--- config.mk ---
export PLATFORM = sky130hd
export DESIGN_NAME = errinj_top
export DESIGN_NICKNAME = d
export VERILOG_FILES = /design/src/rtl/errinj_pkg.sv /design/src/rtl/errinj_counter.sv /design/src/rtl/errinj_flip.sv /design/src/rtl/errinj_status.sv /design/src/rtl/errinj_top.sv
export SDC_FILE = /design/constraint.sdc
export NUM_CORES = 1
export LEC_CHECK = 0
export BUFFER_PORTS_ARGS = -buffer_cell sky130_fd_sc_hd__buf_2
export CAP_MARGIN = 30
export CORE_UTILIZATION = 25
export CTS_CLUSTER_SIZE = 40
export DETAILED_ROUTE_END_ITERATION = 10
export PLACE_DENSITY_LB_ADDON = 0.25
export SLEW_MARGIN = 20
export SYNTH_ARGS = -nofsm -noshare
export SYNTH_HDL_FRONTEND = slang
export SYNTH_SLANG_ARGS = --single-unit
export TNS_END_PERCENT = 5
--- constraint.sdc ---
create_clock -name clk -period 1.8 [get_ports clk]
set_clock_uncertainty 0.15 [all_clocks]
set_input_delay 0.27 -clock clk [delete_from_list [all_inputs] [get_ports clk]]
set_output_delay 0.27 -clock clk [all_outputs]
set_load 0.02 [all_outputs]
--- src/rtl/errinj_pkg.sv ---
package errinj_pkg;
  typedef enum logic [1:0] {CNT_HOLD, CNT_LOAD, CNT_DEC} cnt_op_e;

  // A write takes priority over a decrement in the same cycle.
  function automatic cnt_op_e pick_op(input logic wr, input logic fire);
    if (wr)        return CNT_LOAD;
    else if (fire) return CNT_DEC;
    else           return CNT_HOLD;
  endfunction

  // Next done flag: a completion beats a clearing read.
  function automatic logic next_done(input logic cur, input logic set, input logic clr);
    if (set)      return 1'b1;
    else if (clr) return 1'b0;
    else          return cur;
  endfunction
endpackage

--- src/rtl/errinj_counter.sv ---
module errinj_counter
  import errinj_pkg::*;
#(
  parameter int CNT_W = 8
) (
  input  logic             clk,
  input  logic             rst_n,
  input  logic             cnt_wr,
  input  logic [CNT_W-1:0] cnt_wdata,
  input  logic             slot_hit,
  output logic             inj_fire,
  output logic             inj_last
);
  localparam logic [CNT_W-1:0] ONE = CNT_W'(1);

  logic [CNT_W-1:0] remaining;
  cnt_op_e          op;

  assign inj_fire = slot_hit && (remaining != '0);
  assign inj_last = inj_fire && (remaining == ONE) && !cnt_wr;
  assign op       = pick_op(cnt_wr, inj_fire);

  always_ff @(posedge clk) begin
    if (!rst_n) begin
      remaining <= '0;
    end else begin
      case (op)
        CNT_LOAD: remaining <= cnt_wdata;
        CNT_DEC:  remaining <= remaining - ONE;
        default:  remaining <= remaining;
      endcase
    end
  end
endmodule

--- src/rtl/errinj_flip.sv ---
module errinj_flip #(
  parameter int DATA_W   = 8,
  parameter int FLIP_BIT = 0
) (
  input  logic [DATA_W-1:0] gen_data,
  input  logic              inj_fire,
  output logic [DATA_W-1:0] out_data
);
  for (genvar i = 0; i < DATA_W; i++) begin : g_bit
    if (i == FLIP_BIT) begin : g_flip
      assign out_data[i] = gen_data[i] ^ inj_fire;
    end else begin : g_pass
      assign out_data[i] = gen_data[i];
    end
  end
endmodule

--- src/rtl/errinj_status.sv ---
module errinj_status
  import errinj_pkg::*;
(
  input  logic clk,
  input  logic rst_n,
  input  logic inj_last,
  input  logic done_rd,
  output logic done_sts,
  output logic cmd_clr
);
  always_ff @(posedge clk) begin
    if (!rst_n) begin
      done_sts <= 1'b0;
      cmd_clr  <= 1'b0;
    end else begin
      done_sts <= next_done(done_sts, inj_last, done_rd);
      cmd_clr  <= inj_last;
    end
  end
endmodule

--- src/rtl/errinj_top.sv ---
module errinj_top #(
  parameter int DATA_W   = 8,
  parameter int CNT_W    = 8,
  parameter int FLIP_BIT = 0
) (
  input  logic              clk,
  input  logic              rst_n,
  input  logic [DATA_W-1:0] gen_data,
  input  logic              slot_vld,
  input  logic              slot_in_rng,
  input  logic              cnt_wr,
  input  logic [CNT_W-1:0]  cnt_wdata,
  input  logic              done_rd,
  output logic [DATA_W-1:0] out_data,
  output logic              done_sts,
  output logic              cmd_clr
);
  logic slot_hit;
  logic inj_fire;
  logic inj_last;

  assign slot_hit = slot_vld && slot_in_rng;

  errinj_counter #(.CNT_W(CNT_W)) u_cnt (
    .clk(clk), .rst_n(rst_n), .cnt_wr(cnt_wr), .cnt_wdata(cnt_wdata),
    .slot_hit(slot_hit), .inj_fire(inj_fire), .inj_last(inj_last)
  );

  errinj_flip #(.DATA_W(DATA_W), .FLIP_BIT(FLIP_BIT)) u_flip (
    .gen_data(gen_data), .inj_fire(inj_fire), .out_data(out_data)
  );

  errinj_status u_sts (
    .clk(clk), .rst_n(rst_n), .inj_last(inj_last), .done_rd(done_rd),
    .done_sts(done_sts), .cmd_clr(cmd_clr)
  );
endmodule

==> results of run 1 <==
## Yosys cell counts
cell | number | area share, %
sky130_fd_sc_hd__o211a_1 | 1 | 1.6
sky130_fd_sc_hd__buf_4 | 7 | 8.3
sky130_fd_sc_hd__nand2_1 | 1 | 0.59
sky130_fd_sc_hd__or4b_1 | 1 | 1.6
sky130_fd_sc_hd__nor2b_1 | 1 | 0.99
sky130_fd_sc_hd__nand3_1 | 4 | 3.2
sky130_fd_sc_hd__dfxtp_1 | 10 | 32
sky130_fd_sc_hd__nor4b_2 | 1 | 2.4
sky130_fd_sc_hd__nor3_1 | 1 | 0.79
sky130_fd_sc_hd__o31ai_1 | 1 | 1.2
sky130_fd_sc_hd__o21ai_0 | 7 | 5.5
sky130_fd_sc_hd__o21a_1 | 1 | 1.2
sky130_fd_sc_hd__xor2_1 | 1 | 1.4
sky130_fd_sc_hd__and2_1 | 1 | 0.99
sky130_fd_sc_hd__or4_1 | 1 | 1.2
sky130_fd_sc_hd__a211oi_1 | 1 | 1.2
sky130_fd_sc_hd__clkbuf_1 | 2 | 1.2
sky130_fd_sc_hd__nor2_1 | 3 | 1.8
sky130_fd_sc_hd__or3_1 | 1 | 0.99
sky130_fd_sc_hd__mux2i_1 | 2 | 3.2
sky130_fd_sc_hd__nor4_1 | 1 | 0.99
sky130_fd_sc_hd__nor3_2 | 1 | 1.6
sky130_fd_sc_hd__nand2b_1 | 1 | 0.99
sky130_fd_sc_hd__or3_2 | 1 | 1.2
sky130_fd_sc_hd__a21oi_1 | 7 | 5.5
sky130_fd_sc_hd__nand4bb_1 | 1 | 1.8
sky130_fd_sc_hd__o211ai_1 | 1 | 1.2
sky130_fd_sc_hd__xnor2_1 | 3 | 4.1
sky130_fd_sc_hd__or4_4 | 1 | 1.8
sky130_fd_sc_hd__inv_1 | 4 | 2.4
sky130_fd_sc_hd__a31oi_1 | 2 | 2.0
sky130_fd_sc_hd__ha_1 | 3 | 5.9
## where the power goes
part | leakage, uW | switching [uW] | internal [uW]
Clock | 0.0000210 | 88.7 | 123
Sequential | 0.0000833 | 19.9 | 237
Combinational | 0.000233 | 72.0 | 78.5
Total | 0.000337 | 181 | 438
## critical path, delay by kind of cell (launching register included)
family	cells	cell delay (ns)
simple gates	1	0.21
buf+inv	2	0.23
compound gates	1	0.12
fa+ha+maj	1	0.13
flops	1	0.33
xor+xnor	1	0.15
## cell type report
type	count	area (um^2)
fill	253	1470
multi-input combinational	51	403
sequential	10	203
timing repair buffer	23	133
clock buffer	4	36.3
tap	28	35.0
inverter	4	15.0
## worst paths after layout
kind,from,to,cells past startpoint
worst max-delay path,u_cnt.remaining[1],out_data[0],6
worst min-delay path,cnt_wdata[1],u_cnt.remaining[1],3
worst max register to register,u_cnt.remaining[2],u_cnt.remaining[5],3
worst min register to register,u_cnt.remaining[1],u_cnt.remaining[1],2
## registers in the layout, indices dropped and copies added (netlist names)
register         flops
u_cnt.remaining      8
u_sts.cmd_clr        1
u_sts.done_sts       1
## kinds of logic after synthesis
kind of cell	share of synthesized area, %
buf+inv	11.8
mux	3.16
fa+ha+maj	5.92
xor+xnor	5.52
compound gates	19.3
flops	31.6
simple gates	22.7
## metal layers
metal / vias to the layer above / share of wire, % / global-route usage (%)
li1: 296 / - / -
met1: 278 / 42 / 13.8
met2: 13 / 49 / 19.0
met3: 5 / 6.5 / 5.80
met4: 0 / 2.5 / 10.5
met5: - / 0 / 0
## stage by stage
stage | cells | total power (uW) | hold slack, ns | setup slack (ns)
3_5_place_dp | 114 | 388 | 0.344 | 0.0150
3_3_place_gp | 114 | 388 | 0.351 | 0.0357
5_1_grt | 120 | 655 | 0.105 | -0.143
2_1_floorplan | 74 | 361 | 0.258 | 0.0135
6_report | 120 | 619 | 0.0953 | -0.0704
4_1_cts | 120 | 620 | 0.101 | -0.0890
## timing repair
action	in CTS	in global routing
pin swaps	2	0
setup endpoints to repair	1	3
buffers inserted	2	0
resized for setup	9	1
==> tab_implementation.tex, run 1 <==
\begin{tabular}{lr}
\hline
Metric & Value \\
\hline
\multicolumn{2}{l}{\textbf{Pwr}} \\
\quad Standby leakage power & 0.000337 uW \\
\quad Peak ir drop on the vdd network & 0.429 mV \\
\quad Power density cells & 751 mW/mm\^{}2 \\
\multicolumn{2}{l}{\textbf{Clocking}} \\
\quad Clock tree from TritonCTS & done \\
\quad Buffer cell driving the clock tree root & sky130\_fd\_sc\_hd\_\_clkbuf\_4 \\
\quad Clock buffer depth & 2 \\
\quad Total number of H-tree levels & 1 \\
\quad Insertion delay to the later sink of the worst-skew pair & 0.28 ns \\
\quad Cts-stage hold buffer count & 0 \\
\quad Clk sink count & 10 \\
\quad CTS clock-pin slew for the worst setup and hold paths & 0.07 ns \\
\quad Inserted Clock Buffers & 3 \\
\multicolumn{2}{l}{\textbf{Setup path}} \\
\quad Crit path max-delay cell type & sky130\_fd\_sc\_hd\_\_dfxtp\_2 \\
\quad Startpoint class of the critical path & register \\
\quad Kind of capture point of the worst setup path & output pin \\
\quad CP Max Fanout & 3 \\
\quad CP max stage delay & 0.33 ns \\
\quad Flop2flop setup slack & 0.09 ns \\
\quad Type of the worst setup path & register to output pin \\
\quad Cells traversed along the worst timing path & inv\_2 > ha\_4 > nor4b\_4 > a21oi\_2 > xor2\_2 > buf\_4 \\
\quad Arrival time at the worst endpoint & 1.45 ns \\
\quad Critical Path RT & 1.38 ns \\
\multicolumn{2}{l}{\textbf{Synthesis}} \\
\quad Post-synthesis register bit count & 10 \\
\quad Syn\_nets & 99 \\
\quad Number of distinct library cells after synthesis & 32 \\
\quad Post-Syn Instances & 74 \\
\quad Fraction of the yosys area taken by sequential cells & 31.6\% \\
\quad Warnings from Yosys & 0 \\
\quad Avg Inst Size Synth & 8.57 um\^{}2 \\
\quad Cell area after technology mapping & 634 um\^{}2 \\
\multicolumn{2}{l}{\textbf{Timing}} \\
\quad Worst Slack Setup Final & -0.0704 ns \\
\quad Setup TNS & -0.0704 ns \\
\quad Final Max Tran Viols & 0 \\
\quad Final critical delay including setup and external delays & 1.87 ns \\
\quad Final hold violations & 0 \\
\quad Worst relative slew slack & 77.1\% \\
\quad Setup repair after global routing missed its margin & true \\
\quad Share of the clock period used by the worst path after layout & 104\% \\
\quad Slew at the pin closest to its max-slew limit & 0.343 ns \\
\quad Max Clock Freq & 535 MHz \\
\quad Number of setup violations in the final report & 1 \\
\multicolumn{2}{l}{\textbf{Global route}} \\
\quad Global router's overall resource usage & 12.8\% \\
\quad Total overflow reported by the global router & 0 \\
\quad First-pass GRT wire length & 2450 um \\
\quad Largest net degree at the start of global routing & 14 \\
\quad Number of global-route vias before repair & 570 \\
\quad Antenna violations before repair & 0 \\
\multicolumn{2}{l}{\textbf{Placement}} \\
\quad Area of placed instances & 736 um\^{}2 \\
\quad Placed wire-length estimate & 1030 um \\
\quad Routability congestion estimate & 0.780 \\
\quad Number of I/O port buffers & 17 \\
\multicolumn{2}{l}{\textbf{Drt}} \\
\quad Routed WL per cell & 12.5 um \\
\quad Total via count after detailed routing & 592 \\
\quad Number of optimization iterations in the first detailed-route pass & 4 \\
\quad Count of routing violations after the opening detailed-route iteration & 7 \\
\quad Final wirelength & 1500 um \\
\quad Count of unresolved DRC violations after routing & 0 \\
\quad Via density per instance & 4.93 \\
\quad Number of routed nets with antenna violations & 0 \\
\multicolumn{2}{l}{\textbf{Layout}} \\
\quad Total Nets Final & 118 \\
\quad Synthesis-to-finish area growth & 30.0\% \\
\quad Design area & 825 um\^{}2 \\
\quad Commonest non-fill, non-tap cell in the layout & sky130\_fd\_sc\_hd\_\_buf\_2 \\
\quad Proportion of layout cells with a drive suffix above 1 & 43.5\% \\
\quad Highest-count cells in the layout ignoring fill and taps & 16 x sky130\_fd\_sc\_hd\_\_buf\_2, 8 x sky130\_fd\_sc\_hd\_\_dfxtp\_1, 7 x sky130\_fd\_sc\_hd\_\_o21ai\_0, 7 x sky130\_fd\_sc\_hd\_\_buf\_4, 6 x sky130\_fd\_sc\_hd\_\_a21oi\_1 \\
\quad Antenna diodes & 0 \\
\quad Final Core Density & 35.9\% \\
\multicolumn{2}{l}{\textbf{Floorplan}} \\
\quad Io pins & 32 \\
\quad Initial Utilization & 27.6\% \\
\quad Floorplan die area & 0.00274 mm\^{}2 \\
\quad Floorplan die height & 52.4 um \\
\quad Row Count & 17 \\
\quad Core box area & 0.00230 mm\^{}2 \\
\quad Die boundary width & 52.4 um \\
\multicolumn{2}{l}{\textbf{Job}} \\
\quad Number of max-cap violations & 0 \\
\multicolumn{2}{l}{\textbf{Hold path}} \\
\quad Min-Delay Path Class & input pin to register \\
\multicolumn{2}{l}{\textbf{Outcome}} \\
\quad Status & complete, but fails checks \\
\quad Failing checks & negative setup slack \\
\hline
\end{tabular}
Power figures use the tool's default switching activity.
==> inputs of run 2 (changes only) <==
--- a/config.mk
+++ b/config.mk
@@ -5,12 +5,13 @@
 export SDC_FILE = /design/constraint.sdc
 export NUM_CORES = 1
 export LEC_CHECK = 0
-export BUFFER_PORTS_ARGS = -buffer_cell sky130_fd_sc_hd__buf_2
+export BUFFER_PORTS_ARGS = -buffer_cell sky130_fd_sc_hd__buf_4
 export CAP_MARGIN = 30
 export CORE_UTILIZATION = 25
 export CTS_CLUSTER_SIZE = 40
 export DETAILED_ROUTE_END_ITERATION = 10
 export PLACE_DENSITY_LB_ADDON = 0.25
+export SETUP_SLACK_MARGIN = 0.2
 export SLEW_MARGIN = 20
 export SYNTH_ARGS = -nofsm -noshare
 export SYNTH_HDL_FRONTEND = slang
==> run 2 against run 1 <==
Effect of this change: the flow still finishes with violations (negative setup slack); global-route usage decreased by 0.50 points; die area did not move; setup slack worse by 0.016 ns; fmax fell by 0.86%; clock-buffer cell count unchanged; sequential share of layout area shrank 1.7 points; via count shrank 1.0%; cell count up 0.83%; highest routed layer unchanged.
==> tab_implementation.tex, run 2 (synthesized netlist as in run 1, its figures left out) <==
\begin{tabular}{lr}
\hline
Metric & Value \\
\hline
\multicolumn{2}{l}{\textbf{Outcome}} \\
\quad Status & complete, but fails checks \\
\quad Failing checks & negative setup slack \\
\multicolumn{2}{l}{\textbf{Layout}} \\
\quad Combined flip-flop and latch cell area & 208 um\^{}2 \\
\quad Synthesis-to-finish area growth & 42.8\% \\
\quad Total Nets Final & 119 \\
\quad Proportion of layout cells with a drive suffix above 1 & 48.4\% \\
\quad Final Non-Filler Cells & 121 \\
\quad Antenna diodes & 0 \\
\quad Register with the highest flop count & u\_cnt.remaining \\
\quad Registers with the most flip-flops & u\_cnt.remaining (8), u\_sts.cmd\_clr (1), u\_sts.done\_sts (1) \\
\quad Commonest non-fill, non-tap cell in the layout & sky130\_fd\_sc\_hd\_\_buf\_4 \\
\quad Max reg flops & 8 \\
\quad Filler cell count in the final layout & 260 \\
\quad Highest-count cells in the layout ignoring fill and taps & 23 x sky130\_fd\_sc\_hd\_\_buf\_4, 7 x sky130\_fd\_sc\_hd\_\_o21ai\_0, 6 x sky130\_fd\_sc\_hd\_\_a21oi\_1, 6 x sky130\_fd\_sc\_hd\_\_dfxtp\_1 \\
\quad Multi-input gate area in the final layout & 428 um\^{}2 \\
\multicolumn{2}{l}{\textbf{Timing}} \\
\quad Setup repair after global routing missed its margin & true \\
\quad Number of setup violations in the final report & 2 \\
\quad Setup TNS & -0.103 ns \\
\quad Max Clock Freq & 530 MHz \\
\quad Slew at the pin closest to its max-slew limit & 0.362 ns \\
\quad Worst relative slew slack & 75.6\% \\
\quad Share of the clock period used by the worst path after layout & 105\% \\
\quad Final hold violations & 0 \\
\quad Final critical delay including setup and external delays & 1.89 ns \\
\quad Worst Slack Setup Final & -0.0865 ns \\
\quad Final Max Tran Viols & 0 \\
\quad Smallest hold slack & 0.105 ns \\
\multicolumn{2}{l}{\textbf{Pwr}} \\
\quad Clock group share of total power & 31.9\% \\
\quad Net switching power & 177 uW \\
\quad Sequential Power Share & 40.3\% \\
\quad Power density cells & 700 mW/mm\^{}2 \\
\quad Power share of the combinational group & 27.7\% \\
\quad Pwr Total & 634 uW \\
\quad Standby leakage power & 0.000366 uW \\
\quad Fraction of power spent switching nets & 27.9\% \\
\quad Peak ir drop on the vdd network & 0.256 mV \\
\quad Internal power & 457 uW \\
\multicolumn{2}{l}{\textbf{Clocking}} \\
\quad Insertion delay to the later sink of the worst-skew pair & 0.26 ns \\
\quad Clock tree from TritonCTS & done \\
\quad Cts-stage hold buffer count & 0 \\
\quad Inserted Clock Buffers & 3 \\
\quad Clock buffer depth & 2 \\
\quad Clk sink count & 10 \\
\quad CTS clock-pin slew for the worst setup and hold paths & 0.07 ns \\
\quad Total number of H-tree levels & 1 \\
\quad Buffer cell driving the clock tree root & sky130\_fd\_sc\_hd\_\_clkbuf\_4 \\
\multicolumn{2}{l}{\textbf{Floorplan}} \\
\quad Io pins & 32 \\
\quad Initial Utilization & 27.6\% \\
\quad Row Count & 17 \\
\quad Core box area & 0.00230 mm\^{}2 \\
\quad Floorplan die area & 0.00274 mm\^{}2 \\
\quad Die boundary width & 52.4 um \\
\quad Floorplan die height & 52.4 um \\
\multicolumn{2}{l}{\textbf{Setup path}} \\
\quad Kind of capture point of the worst setup path & output pin \\
\quad CP Max Fanout & 4 \\
\quad Reg-to-reg critical path endpoint & u\_cnt.remaining[5] \\
\quad Start point of the critical path & u\_cnt.remaining[1] \\
\quad Launch point of the worst reg-to-reg path & u\_cnt.remaining[1] \\
\quad Critical Path RT & 1.38 ns \\
\quad Type of the worst setup path & register to output pin \\
\quad Flop2flop setup slack & -0.02 ns \\
\quad Arrival time at the worst endpoint & 1.47 ns \\
\quad Startpoint class of the critical path & register \\
\quad R2R depth & 7 \\
\multicolumn{2}{l}{\textbf{Job}} \\
\quad Number of max-cap violations & 0 \\
\multicolumn{2}{l}{\textbf{Global route}} \\
\quad Met3 global-route usage & 5.51\% \\
\quad Total overflow reported by the global router & 0 \\
\quad Antenna violations before repair & 0 \\
\quad First-pass GRT wire length & 2370 um \\
\quad Grt peak-use layer & met2 \\
\quad Number of global-route vias before repair & 544 \\
\quad Largest net degree at the start of global routing & 14 \\
\quad Met2 Track Usage GR & 20.9\% \\
\quad Fraction of met1 tracks used by global routing & 12.7\% \\
\quad Global router's overall resource usage & 12.3\% \\
\multicolumn{2}{l}{\textbf{Drt}} \\
\quad Routed WL per cell & 11.9 um \\
\quad Final wirelength & 1440 um \\
\quad Count of unresolved DRC violations after routing & 0 \\
\quad Total via count after detailed routing & 586 \\
\quad Via density per instance & 4.84 \\
\quad Count of routing violations after the opening detailed-route iteration & 6 \\
\quad Number of optimization iterations in the first detailed-route pass & 4 \\
\quad Number of routed nets with antenna violations & 0 \\
\multicolumn{2}{l}{\textbf{Hold path}} \\
\quad Capture endpoint of the worst hold path & u\_cnt.remaining[1] \\
\quad Hold path startpoint & cnt\_wdata[1] \\
\quad Cell depth of the worst min-delay path & 3 \\
\quad Min-Delay Path Class & input pin to register \\
\multicolumn{2}{l}{\textbf{Placement}} \\
\quad Routability congestion estimate & 0.729 \\
\quad Number of I/O port buffers & 17 \\
\quad Placed wire-length estimate & 1010 um \\
\quad Post-placement cell count & 111 \\
\hline
\end{tabular}
run 2: cell count changes in the layout (fill, tap and decap cells not counted), sizes merged:
cell  change
buf       +1
run 2: area by class of cell:
type / count / area share (%)
sequential: 10 / 22.9
clock buffer: 4 / 4.01
inverter: 4 / 1.66
multi-input combinational: 51 / 47.2
tap: 28 / 3.87
timing repair buffer: 24 / 20.3
run 2: how the worst max path moves through the flow:
stage / slack, ns / to
after CTS: -0.13 / out_data[0]
after floorplan: 0.16 / out_data[0]
after global placement: 0.07 / out_data[0]
after global routing: -0.19 / out_data[0]
after detailed placement: 0.05 / out_data[0]
final: -0.09 / out_data[0]
run 2: stage by stage:
| step | worst slack, ns | util (%) | instance area, um^2 |
|---|---|---|---|
| floorplan | 0.156 | - | 669 |
| CTS | -0.130 | 38.6 | 887 |
| finish | -0.0865 | 39.4 | 906 |
| global placement | 0.0746 | 33.9 | 779 |
| global route | -0.185 | 39.4 | 906 |
| detailed placement | 0.0546 | 33.9 | 779 |
run 2: worst max-delay path, stage by stage, from the launching register on:
cell	delay [ns]
sky130_fd_sc_hd__dfxtp_2	0.32
sky130_fd_sc_hd__inv_2	0.07
sky130_fd_sc_hd__ha_4	0.14
sky130_fd_sc_hd__nor4b_4	0.23
sky130_fd_sc_hd__a21oi_2	0.12
sky130_fd_sc_hd__xor2_2	0.15
sky130_fd_sc_hd__buf_4	0.16
run 2: repair_timing:
item	4_1_cts	5_1_grt
setup endpoints to repair	8	10
endpoints found under the hold margin	0	0
resized for setup	8	3
pin swaps	12	12
setup buffers	5	1
run 2: routing by layer:
layer / share of wire [%] / wire length [um]
met5: 0 / 0
met4: 2.0 / 29
met3: 5.9 / 85
met2: 50 / 725
met1: 42 / 604
run 2: power by group through the flow:
| stage | clock network (uW) | registers [uW] | logic [uW] |
|---|---|---|---|
| finish | 202 | 256 | 176 |
| global route | 221 | 258 | 194 |
| CTS | 210 | 256 | 168 |
| detailed placement | 0 | 260 | 140 |
| global placement | 0 | 260 | 141 |
| floorplan | 0 | 257 | 115 |
==> inputs of run 3 (changes only) <==
--- a/config.mk
+++ b/config.mk
@@ -8,9 +8,10 @@
 export BUFFER_PORTS_ARGS = -buffer_cell sky130_fd_sc_hd__buf_4
 export CAP_MARGIN = 30
 export CORE_UTILIZATION = 25
-export CTS_CLUSTER_SIZE = 40
+export CTS_CLUSTER_SIZE = 30
 export DETAILED_ROUTE_END_ITERATION = 10
 export PLACE_DENSITY_LB_ADDON = 0.25
+export RECOVER_POWER = 100
 export SETUP_SLACK_MARGIN = 0.2
 export SLEW_MARGIN = 20
 export SYNTH_ARGS = -nofsm -noshare
==> run 3 against run 2 <==
Effect of this change: the flow still finishes with violations (negative setup slack); die area unchanged; critical path depth unchanged; combinational power about the same; non-clock buffer count unchanged; sequential power about the same; register-to-register slack about the same; core utilization down 0.33 points; clock power about the same; critical endpoint unchanged.
==> tab_implementation.tex, run 3 (synthesized netlist as in run 1, its figures left out) <==
\begin{tabular}{lr}
\hline
Metric & Value \\
\hline
\multicolumn{2}{l}{\textbf{Hold path}} \\
\quad Capture endpoint of the worst hold path & u\_cnt.remaining[1] \\
\quad Hold path startpoint & cnt\_wdata[1] \\
\quad Min-Delay Path Class & input pin to register \\
\quad Cell depth of the worst min-delay path & 3 \\
\multicolumn{2}{l}{\textbf{Setup path}} \\
\quad Arrival time at the worst endpoint & 1.47 ns \\
\quad Type of the worst setup path & register to output pin \\
\quad R2R depth & 7 \\
\quad Kind of capture point of the worst setup path & output pin \\
\quad Launch point of the worst reg-to-reg path & u\_cnt.remaining[1] \\
\quad Critical Path RT & 1.38 ns \\
\quad Startpoint class of the critical path & register \\
\quad CP Max Fanout & 4 \\
\quad Flop2flop setup slack & -0.02 ns \\
\quad Reg-to-reg critical path endpoint & u\_cnt.remaining[5] \\
\multicolumn{2}{l}{\textbf{Pwr}} \\
\quad Peak ir drop on the vdd network & 0.256 mV \\
\quad Power share of the combinational group & 27.7\% \\
\quad Pwr Total & 634 uW \\
\quad Standby leakage power & 0.000357 uW \\
\quad Power density cells & 705 mW/mm\^{}2 \\
\quad Internal power & 457 uW \\
\quad Fraction of power spent switching nets & 27.9\% \\
\quad Sequential Power Share & 40.3\% \\
\quad Clock group share of total power & 31.9\% \\
\quad Net switching power & 177 uW \\
\multicolumn{2}{l}{\textbf{Layout}} \\
\quad Registers with the most flip-flops & u\_cnt.remaining (8), u\_sts.cmd\_clr (1), u\_sts.done\_sts (1) \\
\quad Total Nets Final & 119 \\
\quad Highest-count cells in the layout ignoring fill and taps & 21 x sky130\_fd\_sc\_hd\_\_buf\_4, 7 x sky130\_fd\_sc\_hd\_\_o21ai\_0, 6 x sky130\_fd\_sc\_hd\_\_a21oi\_1, 6 x sky130\_fd\_sc\_hd\_\_dfxtp\_1 \\
\quad Final Non-Filler Cells & 121 \\
\quad Synthesis-to-finish area growth & 41.6\% \\
\quad Max reg flops & 8 \\
\quad Proportion of layout cells with a drive suffix above 1 & 46.2\% \\
\quad Antenna diodes & 0 \\
\quad Register with the highest flop count & u\_cnt.remaining \\
\quad Design area & 898 um\^{}2 \\
\quad Commonest non-fill, non-tap cell in the layout & sky130\_fd\_sc\_hd\_\_buf\_4 \\
\multicolumn{2}{l}{\textbf{Drt}} \\
\quad Routed met2 length & 724 um \\
\quad Count of routing violations after the opening detailed-route iteration & 6 \\
\quad Metal3 WL & 87 um \\
\quad Number of optimization iterations in the first detailed-route pass & 4 \\
\quad Number of routed nets with antenna violations & 0 \\
\quad Total via count after detailed routing & 586 \\
\quad Highest layer used for signal routing & met4 \\
\quad Final wirelength & 1450 um \\
\quad Count of unresolved DRC violations after routing & 0 \\
\quad Via density per instance & 4.84 \\
\quad Routed length on met1 & 608 um \\
\quad Routed WL per cell & 12.0 um \\
\multicolumn{2}{l}{\textbf{Clocking}} \\
\quad Insertion delay to the later sink of the worst-skew pair & 0.26 ns \\
\quad CTS clock-pin slew for the worst setup and hold paths & 0.07 ns \\
\quad Total number of H-tree levels & 1 \\
\quad Cts-stage hold buffer count & 0 \\
\quad Clock buffer depth & 2 \\
\quad Inserted Clock Buffers & 3 \\
\quad Clock tree from TritonCTS & done \\
\quad Clk sink count & 10 \\
\quad Buffer cell driving the clock tree root & sky130\_fd\_sc\_hd\_\_clkbuf\_4 \\
\multicolumn{2}{l}{\textbf{Timing}} \\
\quad Max Clock Freq & 530 MHz \\
\quad Number of setup violations in the final report & 2 \\
\quad Setup repair after global routing missed its margin & true \\
\quad Share of the clock period used by the worst path after layout & 105\% \\
\quad Worst relative slew slack & 75.6\% \\
\quad Worst Slack Setup Final & -0.0865 ns \\
\quad Final Max Tran Viols & 0 \\
\quad Final hold violations & 0 \\
\quad Slew at the pin closest to its max-slew limit & 0.362 ns \\
\quad Smallest hold slack & 0.105 ns \\
\quad Final critical delay including setup and external delays & 1.89 ns \\
\multicolumn{2}{l}{\textbf{Global route}} \\
\quad Antenna violations before repair & 0 \\
\quad Global router's overall resource usage & 12.3\% \\
\quad Largest net degree at the start of global routing & 14 \\
\quad First-pass GRT wire length & 2370 um \\
\quad Total overflow reported by the global router & 0 \\
\quad Number of global-route vias before repair & 544 \\
\multicolumn{2}{l}{\textbf{Floorplan}} \\
\quad Core box area & 0.00230 mm\^{}2 \\
\quad Row Count & 17 \\
\quad Floorplan die area & 0.00274 mm\^{}2 \\
\quad Initial Utilization & 27.6\% \\
\quad Io pins & 32 \\
\quad Die boundary width & 52.4 um \\
\quad Floorplan die height & 52.4 um \\
\multicolumn{2}{l}{\textbf{Outcome}} \\
\quad Failing checks & negative setup slack \\
\quad Status & complete, but fails checks \\
\multicolumn{2}{l}{\textbf{Placement}} \\
\quad Post-placement cell count & 111 \\
\quad Placed wire-length estimate & 1010 um \\
\quad Setup Slack @ Placement & 0.0546 ns \\
\quad Routability congestion estimate & 0.729 \\
\quad Number of I/O port buffers & 17 \\
\quad Area of placed instances & 779 um\^{}2 \\
\multicolumn{2}{l}{\textbf{Job}} \\
\quad Number of max-cap violations & 0 \\
\hline
\end{tabular}
## run 3: power by group through the flow
stage          clock (uW)  combinational (uW)  sequential (uW)
3_5_place_dp            0                 140              260
6_report              202                 176              256
2_1_floorplan           0                 115              257
4_1_cts               210                 168              256
3_3_place_gp            0                 141              260
5_1_grt               221                 194              258
## run 3: timing repair
action	CTS	global route
endpoints found under the setup margin	8	10
buffers inserted	5	1
gates cloned	0	0
resized for setup	8	3
pin swaps	12	12
## run 3: layer usage
metal	up-vias	track usage, %
li1	300	-
met5	-	0
met4	0	6.14
met1	262	12.7
met3	4	5.51
met2	20	20.9
## run 3: layout make-up
class | count | area, um^2
clock buffer | 4 | 36.3
timing repair buffer | 24 | 176
fill | 262 | 1400
inverter | 4 | 15.0
tap | 28 | 35.0
sequential | 10 | 208
multi-input combinational | 51 | 428
## run 3: worst max path at each step
stage,startpoint,end,slack (ns)
final,u_cnt.remaining[1],out_data[0],-0.09
after global routing,u_cnt.remaining[1],out_data[0],-0.19
after CTS,u_cnt.remaining[0],out_data[0],-0.13
after detailed placement,u_cnt.remaining[0],out_data[0],0.05
after global placement,u_cnt.remaining[1],out_data[0],0.07
after floorplan,u_cnt.remaining[0],out_data[0],0.16
## run 3: metrics by stage
| step | utilization, % | TNS [ns] |
|---|---|---|
| after floorplan | - | 0 |
| after global placement | 33.9 | 0 |
| after detailed placement | 33.9 | 0 |
| after CTS | 38.6 | -0.130 |
| after global routing | 39.1 | -0.245 |
| final | 39.1 | -0.103 |
## run 3: critical path: stages (launching register included)
cell and delay [ns]:
sky130_fd_sc_hd__dfxtp_2 0.32, sky130_fd_sc_hd__inv_2 0.07, sky130_fd_sc_hd__ha_4 0.14, sky130_fd_sc_hd__nor4b_4 0.23, sky130_fd_sc_hd__a21oi_2 0.12, sky130_fd_sc_hd__xor2_2 0.15
sky130_fd_sc_hd__buf_4 0.16
